<file path="config.mk">
export PLATFORM = sky130hd
export DESIGN_NAME = cpuhp_presence_ctrl
export DESIGN_NICKNAME = d
export VERILOG_FILES = /design/src/rtl/cpuhp_pkg.sv /design/src/rtl/cpuhp_req_check.sv /design/src/rtl/cpuhp_presence_map.sv /design/src/rtl/cpuhp_event_regs.sv /design/src/rtl/cpuhp_sci_gen.sv /design/src/rtl/cpuhp_presence_ctrl.sv
export SDC_FILE = /design/constraint.sdc
export NUM_CORES = 1
export LEC_CHECK = 0
export BUFFER_PORTS_ARGS = -buffer_cell sky130_fd_sc_hd__buf_4
export CORE_UTILIZATION = 30
export CTS_BUF_LIST = sky130_fd_sc_hd__clkbuf_2
export DETAILED_ROUTE_END_ITERATION = 10
export GPL_TIMING_DRIVEN = 0
export PLACE_DENSITY = 0.54
export SYNTH_ARGS = -nofsm -noshare
export SYNTH_HDL_FRONTEND = slang
export SYNTH_SLANG_ARGS = --single-unit
</file>
<file path="constraint.sdc">
create_clock -name clk -period 4.2 [get_ports clk]
set_clock_uncertainty 0.2 [all_clocks]
set_input_delay 0.42 -clock clk [delete_from_list [all_inputs] [get_ports clk]]
set_output_delay 0.42 -clock clk [all_outputs]
set_load 0.01 [all_outputs]
</file>
<file path="src/rtl/cpuhp_pkg.sv">
package cpuhp_pkg;

    // Event status bit raised by hotplug activity
    localparam int unsigned EVT_BIT = 2;

    // PM1 bits that may contribute to the interrupt
    localparam int unsigned PM1_TMR_BIT  = 0;
    localparam int unsigned PM1_GBL_BIT  = 5;
    localparam int unsigned PM1_PWRB_BIT = 8;
    localparam int unsigned PM1_RTC_BIT  = 10;

    localparam logic [15:0] PM1_SCI_MASK = 16'((1 << PM1_TMR_BIT) | (1 << PM1_GBL_BIT) |
                                               (1 << PM1_PWRB_BIT) | (1 << PM1_RTC_BIT));

    localparam logic [7:0] UNMAPPED_BYTE = 8'hFF;

    function automatic logic [7:0] evt_sts_byte(input logic flag);
        logic [7:0] b;
        b = 8'h00;
        b[EVT_BIT] = flag;
        return b;
    endfunction

endpackage

</file>
<file path="src/rtl/cpuhp_req_check.sv">
module cpuhp_req_check #(
    parameter int unsigned NUM_CPUS = 256,
    parameter int unsigned ID_W     = 9
) (
    input  logic            clk,
    input  logic            rst_n,
    input  logic            hp_valid,
    input  logic [ID_W-1:0] hp_id,
    output logic            accept,
    output logic            err
);
    localparam logic [ID_W:0] ID_LIMIT = (ID_W+1)'(NUM_CPUS);

    typedef struct packed {
        logic err;
    } chk_state_t;

    chk_state_t st_d, st_q;
    logic in_range;

    always_comb begin
        in_range = ({1'b0, hp_id} < ID_LIMIT);
        accept   = hp_valid && in_range;
        st_d     = st_q;
        st_d.err = hp_valid && !in_range;
    end

    always_ff @(posedge clk) begin
        if (!rst_n) begin
            st_q <= '0;
        end else begin
            st_q <= st_d;
        end
    end

    assign err = st_q.err;

endmodule

</file>
<file path="src/rtl/cpuhp_presence_map.sv">
module cpuhp_presence_map #(
    parameter int unsigned        NUM_CPUS     = 256,
    parameter int unsigned        ID_W         = 9,
    parameter logic [NUM_CPUS-1:0] INIT_PRESENT = NUM_CPUS'(4'hF),
    localparam int unsigned       MAP_BYTES    = NUM_CPUS / 8,
    localparam int unsigned       OFF_W        = (MAP_BYTES > 1) ? $clog2(MAP_BYTES) : 1,
    localparam int unsigned       IDX_W        = $clog2(NUM_CPUS)
) (
    input  logic             clk,
    input  logic             rst_n,
    input  logic             upd_en,
    input  logic             upd_plug,
    input  logic [ID_W-1:0]  upd_id,
    input  logic [OFF_W-1:0] rd_off,
    output logic [7:0]       rd_byte
);
    typedef struct packed {
        logic [NUM_CPUS-1:0] bits;
    } map_state_t;

    map_state_t st_d, st_q;
    logic [MAP_BYTES-1:0][7:0] bytes;

    always_comb begin
        st_d = st_q;
        if (upd_en) begin
            st_d.bits[IDX_W'(upd_id)] = upd_plug;
        end
    end

    always_ff @(posedge clk) begin
        if (!rst_n) begin
            st_q.bits <= INIT_PRESENT;
        end else begin
            st_q <= st_d;
        end
    end

    // Byte view of the map, one slice per window offset
    for (genvar g = 0; g < MAP_BYTES; g++) begin : g_byte
        assign bytes[g] = st_q.bits[g*8 +: 8];
    end

    assign rd_byte = bytes[rd_off];

endmodule

</file>
<file path="src/rtl/cpuhp_event_regs.sv">
module cpuhp_event_regs
    import cpuhp_pkg::*;
(
    input  logic       clk,
    input  logic       rst_n,
    input  logic       evt_set,
    input  logic       sts_wr,
    input  logic       en_wr,
    input  logic [7:0] wdata,
    output logic       evt_flag,
    output logic [7:0] evt_en
);
    typedef struct packed {
        logic       flag;
        logic [7:0] en;
    } evt_state_t;

    evt_state_t st_d, st_q;

    always_comb begin
        st_d = st_q;
        if (sts_wr && wdata[EVT_BIT]) begin
            st_d.flag = 1'b0;
        end
        // a new event overrides a simultaneous acknowledge
        if (evt_set) begin
            st_d.flag = 1'b1;
        end
        if (en_wr) begin
            st_d.en = wdata;
        end
    end

    always_ff @(posedge clk) begin
        if (!rst_n) begin
            st_q <= '0;
        end else begin
            st_q <= st_d;
        end
    end

    assign evt_flag = st_q.flag;
    assign evt_en   = st_q.en;

endmodule

</file>
<file path="src/rtl/cpuhp_sci_gen.sv">
module cpuhp_sci_gen
    import cpuhp_pkg::*;
(
    input  logic        [15:0] pm1_sts,
    input  logic        [15:0] pm1_en,
    input  logic               evt_flag,
    input  logic               evt_en_bit,
    output logic               sci
);
    logic pm_term;
    logic gpe_term;

    always_comb begin
        pm_term  = |(pm1_sts & pm1_en & PM1_SCI_MASK);
        gpe_term = evt_flag & evt_en_bit;
        sci      = pm_term | gpe_term;
    end

endmodule

</file>
<file path="src/rtl/cpuhp_presence_ctrl.sv">
module cpuhp_presence_ctrl
    import cpuhp_pkg::*;
#(
    parameter int unsigned         NUM_CPUS     = 256,
    parameter int unsigned         ID_W         = 9,
    parameter int unsigned         ADDR_W       = 16,
    parameter logic [ADDR_W-1:0]   IO_BASE      = 16'hAF00,
    parameter logic [ADDR_W-1:0]   EVT_STS_ADDR = 16'h0630,
    parameter logic [ADDR_W-1:0]   EVT_EN_ADDR  = 16'h0631,
    parameter logic [NUM_CPUS-1:0] INIT_PRESENT = NUM_CPUS'(4'hF)
) (
    input  logic              clk,
    input  logic              rst_n,
    input  logic [ADDR_W-1:0] io_addr,
    input  logic              io_wr,
    input  logic [7:0]        io_wdata,
    output logic [7:0]        io_rdata,
    input  logic              hp_valid,
    input  logic              hp_plug,
    input  logic [ID_W-1:0]   hp_id,
    output logic              hp_err,
    input  logic [15:0]       pm1_sts,
    input  logic [15:0]       pm1_en,
    output logic              sci
);
    localparam int unsigned   MAP_BYTES = NUM_CPUS / 8;
    localparam int unsigned   OFF_W     = (MAP_BYTES > 1) ? $clog2(MAP_BYTES) : 1;
    localparam logic [ADDR_W:0] WIN_END = {1'b0, IO_BASE} + (ADDR_W+1)'(MAP_BYTES);

    logic             req_accept;
    logic             in_window;
    logic             hit_sts;
    logic             hit_en;
    logic [OFF_W-1:0] win_off;
    logic [7:0]       map_byte;
    logic             evt_flag;
    logic [7:0]       evt_en;

    always_comb begin
        in_window = ({1'b0, io_addr} >= {1'b0, IO_BASE}) && ({1'b0, io_addr} < WIN_END);
        hit_sts   = (io_addr == EVT_STS_ADDR);
        hit_en    = (io_addr == EVT_EN_ADDR);
        win_off   = OFF_W'(io_addr - IO_BASE);
    end

    cpuhp_req_check #(
        .NUM_CPUS (NUM_CPUS),
        .ID_W     (ID_W)
    ) u_req (
        .clk      (clk),
        .rst_n    (rst_n),
        .hp_valid (hp_valid),
        .hp_id    (hp_id),
        .accept   (req_accept),
        .err      (hp_err)
    );

    cpuhp_presence_map #(
        .NUM_CPUS     (NUM_CPUS),
        .ID_W         (ID_W),
        .INIT_PRESENT (INIT_PRESENT)
    ) u_map (
        .clk      (clk),
        .rst_n    (rst_n),
        .upd_en   (req_accept),
        .upd_plug (hp_plug),
        .upd_id   (hp_id),
        .rd_off   (win_off),
        .rd_byte  (map_byte)
    );

    cpuhp_event_regs u_evt (
        .clk      (clk),
        .rst_n    (rst_n),
        .evt_set  (req_accept),
        .sts_wr   (io_wr && hit_sts),
        .en_wr    (io_wr && hit_en),
        .wdata    (io_wdata),
        .evt_flag (evt_flag),
        .evt_en   (evt_en)
    );

    cpuhp_sci_gen u_sci (
        .pm1_sts    (pm1_sts),
        .pm1_en     (pm1_en),
        .evt_flag   (evt_flag),
        .evt_en_bit (evt_en[EVT_BIT]),
        .sci        (sci)
    );

    // Read mux; writes into the window are not routed anywhere
    always_comb begin
        if (in_window) begin
            io_rdata = map_byte;
        end else if (hit_sts) begin
            io_rdata = evt_sts_byte(evt_flag);
        end else if (hit_en) begin
            io_rdata = evt_en;
        end else begin
            io_rdata = UNMAPPED_BYTE;
        end
    end

endmodule

</file>
==> impl_metrics.tcl <==
set metrics [dict create \
    p_per_area_nw_per_um2 313.0 \
    drtIter0Drc 1527 \
    crit_slowest_cell "clkbuf_1" \
    vdd_drop_max_mv 0.1049 \
    fp.dieW_microns 213.7 \
    viasPerCell 5.845 \
    clk_latency_ns 0.95 \
    cp.arrival_ns 2.95 \
    drtPass1Iterations 6 \
    final_common_cell "nand3_1" \
    critPathMaxFanout 10 \
    status "complete, no violations" \
    synth_edf_count 0 \
    rsz0062_at_grt "no" \
    p_clk_share_pct 38.5 \
    netlist_instances 1491 \
    gr-total-overflow 0 \
    cts_buffers 75 \
    p_sw_share_pct 31.11 \
    critPathCaptureType "output pin" \
    p_int_uw 3375 \
    worst_setup_path_start_kind "primary input" \
    path_delay_family "buffers and inverters" \
    final.setup.tns_ns 0 \
    synth.distinct_cells 52 \
    fin_area_sq_um 15660 \
    drive_above_1_share_pct 17.53 \
    cp.depth 7 \
    nFillCells 4604 \
    yosys_register_bits 266 \
    first_global_vias 12780 \
    maxSlewViolCount 0 \
    grt_antenna_before_repair 4 \
    worstSetupPathType "in2out" \
    grt_usage_pct 26.47 \
    boundaryPins 80 \
    synthFlopType "dfxtp_1" \
    clk_pin_slew_ns 0.09 \
    seqPwrFrac_pct 51.5 \
    grt_pass1_wl_microns 86640 \
    placed_area_sq_um 14560 \
    drv_cap 0 \
    nNetsFinal 1735 \
    async_flop_share_pct 0 \
    path_cells "buf_2 > clkbuf_1 > mux4_2 > o211ai_1 > o211ai_1 > o2bb2ai_1 > buf_4" \
    syn_nets 1561 \
    clock-sinks 266 \
    fp.dieH_microns 213.7 \
    die_area_sq_um 45650 \
    clock.fmax_mhz 279.7 \
    num_vias 13510 \
    portBuffers 51 \
    hold_viol 0 \
    hold_path.class "reg2reg" \
    finalCritPeriodShare_pct 85.12 \
    hold_depth 2 \
    num_rows 77 \
    grt_max_degree 11 \
    drc 0 \
    clockRootBuffer "clkbuf_2" \
    totalWireLength_microns 60210 \
    coreArea_sq_um 44220 \
    p_sw_uw 1524 \
    clock_path_buffers 3 \
    yosysWarnings 0 \
    crit_top_cell "o211ai_1" \
    crit_required_ns 3.58 \
    critical_path.max_stage_delay_ns 0.77 \
    wl_per_cell_microns 26.06 \
    cts-htree-levels 3 \
    p_leak_uw 0.005152 \
    setup_violations 0 \
    p_comb_share_pct 10.0 \
    cts_setup_buffers 0 \
    netlist_area_sq_um 13440 \
    period_needed_ns 3.575 \
    ant_nets 0 \
    cts_tree "built" \
    syn2layout_area_growth_pct 16.49 \
    ys_seq_area_share_pct 39.62 \
    place_hpwl_microns 41810 \
    tightest_slew_ns 1.235 \
    gp_congestion 0.9796 \
    syn_area_per_cell_sq_um 9.014 \
    start_util_pct 30.39 \
    r2r_cells 4 \
    slew_headroom_pct 17.69 \
    crit_buf_inv 3 \
    final_cell_mix "nand3_1 (272), dfxtp_1 (266), o21ai_0 (246)" \
]
-- layout make-up --
class                   instances  area (sq um)  area share [%]
multi-input cells            1073          7400           47.27
flip-flops and latches        266          5325           34.02
repair buffers                 97         843.3           5.387
well taps                     592         740.7           4.731
plain buffers                 152         714.4           4.564
clock buffers                 109         545.5           3.485
clock inverters                20         81.33          0.5195
diodes                          2         5.005         0.03197
-- timing repair --
action                                 CTS  global route
hold buffers                            46             0
gates resized for setup                  0             0
endpoints found under the hold margin  250             0
-- final timing paths --
check | slack [ns] | endpoint | from
max | 0.63 | io_rdata[1] | io_addr[2]
min | 0.28 | u_map.bytes[117] | u_map.bytes[117]
max reg2reg | 2.27 | u_evt.evt_en[2] | u_evt.evt_en[2]
min reg2reg | 0.28 | u_map.bytes[117] | u_map.bytes[117]
-- cells in the mapped netlist (all sizes together), types with 7 or more instances --
cell / number / share of area, %
o211ai: 10 / 0.56
nand2: 29 / 0.87
clkbuf: 103 / 2.9
nor2b: 17 / 0.79
a21oi: 8 / 0.30
a211oi: 7 / 0.39
a21boi: 254 / 14
mux2i: 52 / 3.9
nor2: 38 / 1.4
mux4: 46 / 7.7
a22oi: 15 / 0.84
nor3: 11 / 0.97
o21ai: 256 / 9.5
dfxtp: 266 / 40
nand2b: 7 / 0.34
nand3: 274 / 10
buf: 49 / 2.4
-- worst reg2reg max path, delay by kind of cell, from the launching register on --
family / cells / cell delay (ns)
DFF: 1 / 0.34
and+or+nand+nor: 1 / 0.04
muxes: 1 / 0.13
buffers and inverters: 2 / 1.12
-- flip-flops by register name (all words and copies together), names as in the netlist --
name and count:
u_map.bytes 256, u_evt.evt_en 8, u_evt.evt_flag 1, u_req.err 1
-- metrics by stage --
| step | std cells | setup slack [ns] | util [%] | power (uW) | hold WS (ns) |
|---|---|---|---|---|---|
| floorplan | 1491 | 1.897 | - | 2845 | 0.2495 |
| global placement | 2134 | 0.7752 | 32.93 | 3036 | 0.2566 |
| detailed placement | 2134 | 0.7629 | 32.93 | 3035 | 0.2636 |
| CTS | 2309 | 0.6742 | 35.39 | 4891 | 0.2773 |
| global route | 2310 | 0.5493 | 35.40 | 5058 | 0.2989 |
| finish | 2311 | 0.6251 | 35.40 | 4899 | 0.2760 |
-- cell families after synthesis --
group                  Yosys count  synth area share [%]
buffers and inverters          152                 5.316
AND/OR/NAND/NOR                402                 16.25
AO/OA/AOI/OAI                  573                 27.23
flip-flops                     266                 39.62
multiplexers                    98                 11.58
-- routing by layer --
layer / track usage (%) / vias to the layer above / part of all wire (%)
li1: - / 5915 / -
met1: 34.92 / 6637 / 41
met2: 40.13 / 781 / 43
met3: 6.473 / 171 / 11
met4: 13.37 / 4 / 4.9
met5: 0 / - / 0.038
-- power by group through the flow --
stage	clock network [uW]	logic (uW)	registers, uW
3_3_place_gp	0	453	2580
5_1_grt	2030	505	2530
6_report	1890	488	2520
3_5_place_dp	0	452	2580
4_1_cts	1890	475	2520
2_1_floorplan	0	263	2580
No activity file was read; power rests on OpenSTA's default activity.
